--- config.mk ---
export PLATFORM = sky130hd
export DESIGN_NAME = cmul_seq
export DESIGN_NICKNAME = d
export VERILOG_FILES = /design/src/rtl/cmul_pkg.sv /design/src/rtl/cmul_prog_rom.sv /design/src/rtl/cmul_step_alu.sv /design/src/rtl/cmul_rf.sv /design/src/rtl/cmul_seq.sv
export SDC_FILE = /design/constraint.sdc
export NUM_CORES = 1
export LEC_CHECK = 0
export BUFFER_PORTS_ARGS = -buffer_cell sky130_fd_sc_hd__buf_2
export CAP_MARGIN = 25
export CORE_MARGIN = 2
export CORE_UTILIZATION = 55
export CTS_BUF_LIST = sky130_fd_sc_hd__clkbuf_2 sky130_fd_sc_hd__clkbuf_4 sky130_fd_sc_hd__clkbuf_8
export DETAILED_ROUTE_END_ITERATION = 8
export GPL_TIMING_DRIVEN = 0
export PLACE_DENSITY = 0.73
export SLEW_MARGIN = 20
export SYNTH_ARGS = -nofsm -noshare
export SYNTH_HDL_FRONTEND = slang
export SYNTH_SLANG_ARGS = --single-unit
--- constraint.sdc ---
create_clock -name clk_i -period 7.15 [get_ports clk_i]
set_clock_uncertainty 0.15 [all_clocks]
set_input_delay 0.715 -clock clk_i [delete_from_list [all_inputs] [get_ports clk_i]]
set_output_delay 0.715 -clock clk_i [all_outputs]
set_load 0.05 [all_outputs]
--- src/rtl/cmul_pkg.sv ---
package cmul_pkg;
  localparam int RF_DEPTH  = 4;
  localparam int RF_IDX_W  = $clog2(RF_DEPTH);
  localparam int SH_W      = 5;
  localparam int MAX_STEPS = 3;
  localparam int STEP_W    = $clog2(MAX_STEPS + 1);
  localparam int SEL_W     = 3;
  localparam int NUM_PROGS = 6;
  localparam int RES_IDX   = 1;

  typedef enum logic [2:0] {
    OP_ADD1 = 3'd0,
    OP_ADD2 = 3'd1,
    OP_ADD4 = 3'd2,
    OP_ADD8 = 3'd3,
    OP_SUB  = 3'd4,
    OP_SHL  = 3'd5
  } uop_e;

  typedef struct packed {
    uop_e                op;
    logic [RF_IDX_W-1:0] dst;
    logic [RF_IDX_W-1:0] src_a;
    logic [RF_IDX_W-1:0] src_b;
    logic [SH_W-1:0]     sh;
    logic                last;
  } uinst_t;

  function automatic uinst_t mk(uop_e op, int d, int a, int b, int sh, bit last);
    uinst_t u;
    u.op    = op;
    u.dst   = RF_IDX_W'(d);
    u.src_a = RF_IDX_W'(a);
    u.src_b = RF_IDX_W'(b);
    u.sh    = SH_W'(sh);
    u.last  = last;
    return u;
  endfunction
endpackage

--- src/rtl/cmul_prog_rom.sv ---
module cmul_prog_rom
  import cmul_pkg::*;
(
  input  logic [SEL_W-1:0]  sel_i,
  input  logic [STEP_W-1:0] step_i,
  output uinst_t            inst_o
);
  always_comb begin
    case ({sel_i, step_i})
      // x10: 5s, then doubled
      {3'd0, 2'd0}: inst_o = mk(OP_ADD4, 1, 0, 0, 0, 1'b0);
      {3'd0, 2'd1}: inst_o = mk(OP_ADD1, 1, 1, 1, 0, 1'b1);
      // x59: t=3s in entry 2, 7s, then 8*7s+t
      {3'd1, 2'd0}: inst_o = mk(OP_ADD2, 2, 0, 0, 0, 1'b0);
      {3'd1, 2'd1}: inst_o = mk(OP_ADD2, 1, 2, 0, 0, 1'b0);
      {3'd1, 2'd2}: inst_o = mk(OP_ADD8, 1, 1, 2, 0, 1'b1);
      // x7: 8s - s
      {3'd2, 2'd0}: inst_o = mk(OP_SHL,  1, 0, 0, 3, 1'b0);
      {3'd2, 2'd1}: inst_o = mk(OP_SUB,  1, 1, 0, 0, 1'b1);
      // x3
      {3'd3, 2'd0}: inst_o = mk(OP_ADD2, 1, 0, 0, 0, 1'b1);
      // x100: 5s, 25s, then <<2
      {3'd4, 2'd0}: inst_o = mk(OP_ADD4, 1, 0, 0, 0, 1'b0);
      {3'd4, 2'd1}: inst_o = mk(OP_ADD4, 1, 1, 1, 0, 1'b0);
      {3'd4, 2'd2}: inst_o = mk(OP_SHL,  1, 1, 0, 2, 1'b1);
      // x45: 9s, then 45s
      {3'd5, 2'd0}: inst_o = mk(OP_ADD8, 1, 0, 0, 0, 1'b0);
      {3'd5, 2'd1}: inst_o = mk(OP_ADD4, 1, 1, 1, 0, 1'b1);
      default:      inst_o = mk(OP_ADD1, 0, 0, 0, 0, 1'b1);
    endcase
  end
endmodule

--- src/rtl/cmul_step_alu.sv ---
module cmul_step_alu
  import cmul_pkg::*;
#(
  parameter int DATA_W = 32
) (
  input  uop_e              op_i,
  input  logic [DATA_W-1:0] a_i,
  input  logic [DATA_W-1:0] b_i,
  input  logic [SH_W-1:0]   sh_i,
  output logic [DATA_W-1:0] y_o
);
  always_comb begin
    case (op_i)
      OP_ADD1: y_o = a_i + b_i;
      OP_ADD2: y_o = (a_i << 1) + b_i;
      OP_ADD4: y_o = (a_i << 2) + b_i;
      OP_ADD8: y_o = (a_i << 3) + b_i;
      OP_SUB:  y_o = a_i - b_i;
      OP_SHL:  y_o = a_i << sh_i;
      default: y_o = '0;
    endcase
  end
endmodule

--- src/rtl/cmul_rf.sv ---
module cmul_rf
  import cmul_pkg::*;
#(
  parameter int DATA_W = 32
) (
  input  logic                clk_i,
  input  logic                rst_ni,
  input  logic                init_i,
  input  logic [DATA_W-1:0]   init_val_i,
  input  logic                we_i,
  input  logic [RF_IDX_W-1:0] waddr_i,
  input  logic [DATA_W-1:0]   wdata_i,
  input  logic [RF_IDX_W-1:0] raddr_a_i,
  input  logic [RF_IDX_W-1:0] raddr_b_i,
  output logic [DATA_W-1:0]   rdata_a_o,
  output logic [DATA_W-1:0]   rdata_b_o,
  output logic [DATA_W-1:0]   res_o
);
  logic [DATA_W-1:0] regs [RF_DEPTH];

  for (genvar g = 0; g < RF_DEPTH; g++) begin : g_ent
    always_ff @(posedge clk_i or negedge rst_ni) begin
      if (!rst_ni)                                 regs[g] <= '0;
      else if (init_i)                             regs[g] <= (g == 0) ? init_val_i : '0;
      else if (we_i && waddr_i == RF_IDX_W'(g))    regs[g] <= wdata_i;
    end
  end

  assign rdata_a_o = regs[raddr_a_i];
  assign rdata_b_o = regs[raddr_b_i];
  assign res_o     = regs[RES_IDX];
endmodule

--- src/rtl/cmul_seq.sv ---
module cmul_seq
  import cmul_pkg::*;
#(
  parameter int DATA_W = 32
) (
  input  logic              clk_i,
  input  logic              rst_ni,
  input  logic              start_i,
  input  logic [DATA_W-1:0] operand_i,
  input  logic [SEL_W-1:0]  const_sel_i,
  output logic [DATA_W-1:0] result_o,
  output logic              done_o,
  output logic              unsup_o
);
  logic              busy_q, done_q, unsup_q;
  logic [STEP_W-1:0] step_q;
  logic [SEL_W-1:0]  sel_q;
  logic              accept, sel_ok;
  uinst_t            inst;
  logic [DATA_W-1:0] opa, opb, alu_y;

  assign accept = start_i && !busy_q;
  assign sel_ok = const_sel_i < SEL_W'(NUM_PROGS);

  cmul_prog_rom u_rom (
    .sel_i  (sel_q),
    .step_i (step_q),
    .inst_o (inst)
  );

  cmul_rf #(.DATA_W(DATA_W)) u_rf (
    .clk_i      (clk_i),
    .rst_ni     (rst_ni),
    .init_i     (accept),
    .init_val_i (operand_i),
    .we_i       (busy_q),
    .waddr_i    (inst.dst),
    .wdata_i    (alu_y),
    .raddr_a_i  (inst.src_a),
    .raddr_b_i  (inst.src_b),
    .rdata_a_o  (opa),
    .rdata_b_o  (opb),
    .res_o      (result_o)
  );

  cmul_step_alu #(.DATA_W(DATA_W)) u_alu (
    .op_i (inst.op),
    .a_i  (opa),
    .b_i  (opb),
    .sh_i (inst.sh),
    .y_o  (alu_y)
  );

  always_ff @(posedge clk_i or negedge rst_ni) begin
    if (!rst_ni) begin
      busy_q  <= 1'b0;
      done_q  <= 1'b0;
      unsup_q <= 1'b0;
      step_q  <= '0;
      sel_q   <= '0;
    end else begin
      done_q  <= 1'b0;
      unsup_q <= 1'b0;
      if (accept) begin
        sel_q  <= const_sel_i;
        step_q <= '0;
        if (sel_ok) begin
          busy_q <= 1'b1;
        end else begin
          done_q  <= 1'b1;
          unsup_q <= 1'b1;
        end
      end else if (busy_q) begin
        step_q <= step_q + STEP_W'(1);
        if (inst.last) begin
          busy_q <= 1'b0;
          done_q <= 1'b1;
        end
      end
    end
  end

  assign done_o  = done_q;
  assign unsup_o = unsup_q;

  // done is a single-cycle pulse unless an unsupported start re-fires it
  assert_done_pulse_R3: assert property (@(posedge clk_i) disable iff (!rst_ni)
    (done_o && !(start_i && !sel_ok)) |=> !done_o);

  assert_step_bound_R3: assert property (@(posedge clk_i) disable iff (!rst_ni)
    busy_q |-> step_q < STEP_W'(MAX_STEPS));

  assert_unsup_zero_R4: assert property (@(posedge clk_i) disable iff (!rst_ni)
    unsup_o |-> (done_o && result_o == '0));

  assert_busy_ignores_start_R6: assert property (@(posedge clk_i) disable iff (!rst_ni)
    (busy_q && start_i) |=> ($stable(sel_q) && !unsup_o));

  assert_result_hold_R7: assert property (@(posedge clk_i) disable iff (!rst_ni)
    (!busy_q && !start_i) |=> $stable(result_o));
endmodule

==> flow_metrics.env, run 1 <==
export IMPL_outcome="finished clean"
export IMPL_multiInputGateArea_mm2=0.0117
export IMPL_cts_tree="built"
export IMPL_cts_clk_slew_worst_paths_ns=0.08
export IMPL_vias=17789
export IMPL_place_ws_ns=-1.87
export IMPL_cts_hold_buffers=0
export IMPL_htree_levels=4
export IMPL_r2r_end="u_rf.regs[127]$_DFFE_PN0P_"
export IMPL_hold_viol=0
export IMPL_port_buffers=71
export IMPL_setup_slack_ns=0.0974
export IMPL_final_nets=2369
export IMPL_drive_gt1_frac=0.102
export IMPL_setup_violations=0
export IMPL_syn_instance_count=2101
export IMPL_post_dp_cell_area_mm2=0.0166
export IMPL_crit_fanout=10
export IMPL_synth_enable_flop_cells=0
export IMPL_end_kind="flop"
export IMPL_yosysMostFrequentCell="nand2_1"
export IMPL_drtPass1Iterations=6
export IMPL_routedWlPerCell_um=24.8
export IMPL_worstMarginPinSlew_ns=1.21
export IMPL_hold_path_class="in -> async"
export IMPL_dieWidth_um=173
export IMPL_drc=0
export IMPL_slew_headroom=0.184
export IMPL_synth_top_cell_area_share=0.216
export IMPL_io_pin_count=72
export IMPL_finalMaxSlewViolations=0
export IMPL_synthToLayoutAreaGrowth_pct=10.3
export IMPL_register_area_mm2=0.00340
export IMPL_synth_seq_cells=136
export IMPL_antenna_cells=0
export IMPL_timing_fmax_mhz=142
export IMPL_worst_hold_slack_ns=0.0261
export IMPL_synth_area_mm2=0.0157
export IMPL_fillers=2640
export IMPL_synth_warnings=0
export IMPL_syn_avg_cell_area_um2=7.49
export IMPL_grt_util_all_layers=0.418
export IMPL_clk_path_buf_depth=2
export IMPL_cts_made_buffers=17
export IMPL_arrival_ns=7.25
export IMPL_synth_commonest_cells="239 x nand2_1, 228 x o21ai_0, 149 x a21oi_1"
export IMPL_antenna_found_initial=0
export IMPL_core_rowCount=61
export IMPL_grt_pass1_wl_um=96700
export IMPL_ff2ff_path_depth=20
export IMPL_netlist_top_cells_area="dfrtp_1 22%, ha_1 10%, o21ai_0 7.3%"
export IMPL_reg2reg_from="step_q[1]$_DFFE_PN0P_"
export IMPL_synthArstFlopShare=1.00
export IMPL_synth_fp_nets=2270
export IMPL_yosysUniqueCellTypes=85
export IMPL_drtIter0Drc=2813
export IMPL_fin_cells=2591
export IMPL_worst_skew_pair_late_latency_ns=0.48
export IMPL_cp_required_ns=7.35
export IMPL_grt_pass1_vias=16424
export IMPL_drtAntennaViolNets=0
export IMPL_grt_max_degree=71
export IMPL_grt_overflow_total=0
export IMPL_coreArea_mm2=0.0279
export IMPL_initial_core_util=0.563
export IMPL_root_buffer="clkbuf_8"
export IMPL_design_area_mm2=0.0173
export IMPL_die_area_mm2=0.0300
export IMPL_cts_sinks=136
export IMPL_hpwl_um=50600
export IMPL_period_minus_slack_ns=7.05
export IMPL_period_share=0.986
export IMPL_die_height_um=173
export IMPL_critical_path_class="reg -> reg"
export IMPL_routed_via_density=6.87
export IMPL_dpl_cell_count=2557
export IMPL_ys_seq_area_frac=0.216
export IMPL_place_congestion=1.00
export IMPL_wirelength_um=64300
export IMPL_reg2reg_setup_slack_ns=0.1
export IMPL_start_kind="flop"
export IMPL_cap_violations=0
export IMPL_synth_top_area_cell="dfrtp_1"
export IMPL_yosys_most_used_dff="dfrtp_1"
## cells in the final DEF, fill, tap and decap left out, types with 24 or more instances in the layout
master and n:
and2_1 37, a22oi_1 35, ha_1 123, nor2_1 138
nand2_1 239, clkbuf_1 87, a211oi_1 42, nand3_1 103
o21ai_0 218, xnor2_1 72, a21o_1 46, buf_4 40
o22ai_1 45, nor3_1 34, mux2i_1 42, a21oi_1 148
a31oi_1 47, nand2b_1 24, xor2_1 52, buf_2 85
dfrtp_1 135, inv_1 47
## critical path, cell delays in order (launching register included)
cell and delay [ns]:
dfrtp_2 0.46, inv_1 0.12, ha_2 0.24, nor4bb_1 0.27, clkbuf_1 0.46, clkbuf_1 0.54, clkbuf_2 0.45, mux2i_1 0.13
mux2i_1 0.77, ha_1 0.38, clkbuf_1 0.18, nand4_1 0.15, nor2_1 0.07, a22oi_1 0.36, a31oi_1 0.21, o31a_1 0.34
o21ai_0 0.33, nor3_1 0.11, a311oi_1 0.82, and3_1 0.29, a21oi_1 0.07
## area by class of cell
type                            instances  share of cell area
Buffer                                144              0.0418
Clock buffer                           21              0.0159
Clock inverter                         11             0.00851
Inverter                               48              0.0104
Multi-Input combinational cell       1768               0.672
Sequential cell                       136               0.196
Tap cell                              378              0.0273
Timing Repair Buffer                   85              0.0277
## routing by layer
metal / track usage / part of all wire / up-vias
met4: 0.194 / 0.048 / 0
met2: 0.622 / 0.42 / 1310
met1: 0.586 / 0.40 / 8283
met5: 0 / 0 / -
li1: - / - / 7986
met3: 0.0770 / 0.13 / 210
## per-stage QoR
stage | utilization | setup TNS (ns)
6_report | 0.621 | 0
5_1_grt | 0.621 | -0.00358
4_1_cts | 0.615 | 0
3_5_place_dp | 0.596 | -72.53
3_3_place_gp | 0.593 | -72.03
2_1_floorplan | - | 0
## sequential cells by signal, summed over array words and instances (netlist names)
name / flops
step_q: 2
u_rf.res_o: 32
done_o: 1
u_rf.regs: 96
busy_q: 1
sel_q: 3
unsup_o: 1
## worst max path at each step
stage	slack [ns]	startpoint	depth (start not counted)	endpoint
3_3_place_gp	-1.88	step_q[1]$_DFFE_PN0P_	27	u_rf.res_o[29]$_DFFE_PN0P_
4_1_cts	0.001	step_q[0]$_DFFE_PN0P_	26	u_rf.regs[61]$_DFFE_PN0P_
5_1_grt	-0.003	step_q[1]$_DFFE_PN0P_	27	u_rf.res_o[28]$_DFFE_PN0P_
6_report	0.1	step_q[1]$_DFFE_PN0P_	20	u_rf.regs[127]$_DFFE_PN0P_
3_5_place_dp	-1.87	step_q[0]$_DFFE_PN0P_	28	u_rf.regs[125]$_DFFE_PN0P_
2_1_floorplan	0.73	step_q[0]$_DFFE_PN0P_	28	u_rf.regs[126]$_DFFE_PN0P_
## logic make-up after synthesis
logic type,synth area share
AND/OR/NAND/NOR,0.212
XOR/XNOR,0.0690
buffers and inverters,0.0577
multiplexers,0.0296
adder cells (fa/ha/maj),0.106
flip-flops,0.216
AO/OA/AOI/OAI,0.309
## timing repair
item | in CTS | in global routing
resized for setup | 27 | 25
setup buffers | 0 | 4
setup endpoints to repair | 64 | 58
pin swaps | 0 | 5
Power of run 1 is left out: the tool's default activity adds up to more than one toggle a clock period on the data nets, which glitch-free logic cannot reach.
==> inputs of run 2 (changes only) <==
PLACE_DENSITY = 0.75   (was 0.73)
clock period = 5.7 ns   (was 7.15 ns; I/O delays follow)
==> run 2 against run 1 <==
Net effect:
- the flow now finishes with violations (negative setup slack)
- register-to-register slack worse by 0.48 ns
- sequential share of layout area shrank 1.4 points
- first-iteration DRC count is 11% lower
- core utilization increased by 4.7 points
- clock-buffer cell count is the same
- cell area increased by 7.6%
- largest cell class unchanged
- highest routed layer unchanged
==> flow_metrics.env, run 2 (synthesis gave the netlist of run 1 again) <==
export IMPL_die_height_um=173
export IMPL_grt_pass1_wl_um=97200
export IMPL_max_stage_delay_ns=0.48
export IMPL_layout_common_cells="236 x nand2_1, 178 x o21ai_0, 136 x a21oi_1"
export IMPL_cts_sinks=136
export IMPL_place_congestion=1.02
export IMPL_crit_start="step_q[1]$_DFFE_PN0P_"
export IMPL_hold_viol=0
export IMPL_drtIter0Drc=2500
export IMPL_reg2reg_from="step_q[1]$_DFFE_PN0P_"
export IMPL_grt_pass1_vias=16743
export IMPL_violations="negative setup slack"
export IMPL_port_buffers=71
export IMPL_finalMaxSlewViolations=0
export IMPL_cts_made_buffers=17
export IMPL_end_kind="flop"
export IMPL_final_nets=2433
export IMPL_cts_clk_slew_worst_paths_ns=0.08
export IMPL_worst_skew_pair_late_latency_ns=0.47
export IMPL_slew_headroom=0.163
export IMPL_core_rowCount=61
export IMPL_mostFrequentLayoutCell="nand2_1"
export IMPL_cp_required_ns=5.88
export IMPL_fillers=2472
export IMPL_start_kind="flop"
export IMPL_hold_path_class="in -> reg"
export IMPL_period_minus_slack_ns=6.08
export IMPL_fin_setup_tns_ns=-10.43
export IMPL_crit_fanout=4
export IMPL_drtPass1Iterations=6
export IMPL_antenna_cells=0
export IMPL_routed_via_density=6.88
export IMPL_cap_violations=0
export IMPL_io_pin_count=72
export IMPL_critical_path_class="reg -> reg"
export IMPL_grt_util_all_layers=0.416
export IMPL_cp_slowest_cell="or4_4"
export IMPL_drtAntennaViolNets=0
export IMPL_cts_tree="built"
export IMPL_post_dp_cell_area_mm2=0.0167
export IMPL_worstMarginPinSlew_ns=1.25
export IMPL_setup_violations=44
export IMPL_grt_max_degree=82
export IMPL_setup_slack_ns=-0.383
export IMPL_rsz0062_at_grt="true"
export IMPL_clk_path_buf_depth=2
export IMPL_largest_register_ffs=96
export IMPL_routedWlPerCell_um=24.5
export IMPL_synthToLayoutAreaGrowth_pct=18.6
export IMPL_crit_buf_inv=8
export IMPL_initial_core_util=0.563
export IMPL_antenna_found_initial=0
export IMPL_period_share=1.07
export IMPL_design_area_mm2=0.0187
export IMPL_die_area_mm2=0.0300
export IMPL_arrival_ns=6.27
export IMPL_root_buffer="clkbuf_8"
export IMPL_drive_gt1_frac=0.178
export IMPL_worst_hold_slack_ns=0.162
export IMPL_timing_fmax_mhz=164
export IMPL_wirelength_um=65000
export IMPL_grt_overflow_total=0
export IMPL_min_delay_start="const_sel_i[0]"
export IMPL_largest_register="u_rf.regs"
export IMPL_vias=18277
export IMPL_dieWidth_um=173
export IMPL_coreArea_mm2=0.0279
export IMPL_cp_top_family="simple AND/OR/NAND/NOR gates"
export IMPL_outcome="finished, violations left"
export IMPL_hpwl_um=49900
export IMPL_htree_levels=4
export IMPL_drc=0
==> run 2: cell types whose count changed in the layout (fill, tap and decap cells not counted), moves of 12 or more <==
cell	before	now
a21oi_1	148	136
buf_4	40	94
clkbuf_1	87	71
o21ai_0	218	178
o21ai_1	13	36
o21ai_2	1	18
==> run 2: final timing paths <==
check	end	slack (ns)	depth (start not counted)
max in group asynchronous	u_rf.regs[122]$_DFFE_PN0P_	4.16	3
min in group asynchronous	u_rf.res_o[1]$_DFFE_PN0P_	0.48	2
hold reg to reg	u_rf.regs[3]$_DFFE_PN0P_	0.35	2
setup / recovery	u_rf.res_o[31]$_DFFE_PN0P_	-0.38	29
hold / removal	sel_q[0]$_DFFE_PN0P_	0.16	3
setup reg to reg	u_rf.res_o[31]$_DFFE_PN0P_	-0.38	29
==> run 2: per-stage QoR <==
stage,util,instances,worst slack [ns]
CTS,0.650,2629,-0.244
global route,0.668,2655,-0.507
global placement,0.596,2550,-2.23
finish,0.668,2655,-0.383
floorplan,-,2101,-0.0103
detailed placement,0.598,2554,-1.92
==> run 2: per-layer routing <==
| metal | up-vias | global-route usage | wire length [µm] |
|---|---|---|---|
| li1 | 8094 | - | - |
| met1 | 8716 | 0.562 | 26100 |
| met2 | 1251 | 0.633 | 27500 |
| met3 | 216 | 0.0937 | 8000 |
| met4 | 0 | 0.191 | 3450 |
| met5 | - | 0 | 0 |
==> run 2: tightest hold or removal path, cell delays in order <==
cell and delay [ns]:
buf_2 0.09, nand2_1 0.05, nand2_1 0.05
==> run 2: final cells by class <==
cell class,instances,area (µm²),area share
clock buffers,21,277,0.0148
repair buffers,149,987,0.0529
inverters,48,180,0.00966
multi-input cells,1768,12300,0.659
well taps,378,473,0.0253
flip-flops and latches,136,3410,0.183
plain buffers,144,861,0.0461
clock inverters,11,170,0.00912
==> run 2: repair_timing <==
action / in CTS / in global routing
gates resized for setup: 161 / 103
hold endpoints to repair: 55 / 0
hold buffers: 1 / 0
pin swaps: 61 / 57
endpoints found under the setup margin: 116 / 95
buffers inserted: 46 / 22
Power of run 2 is left out for the same reason.
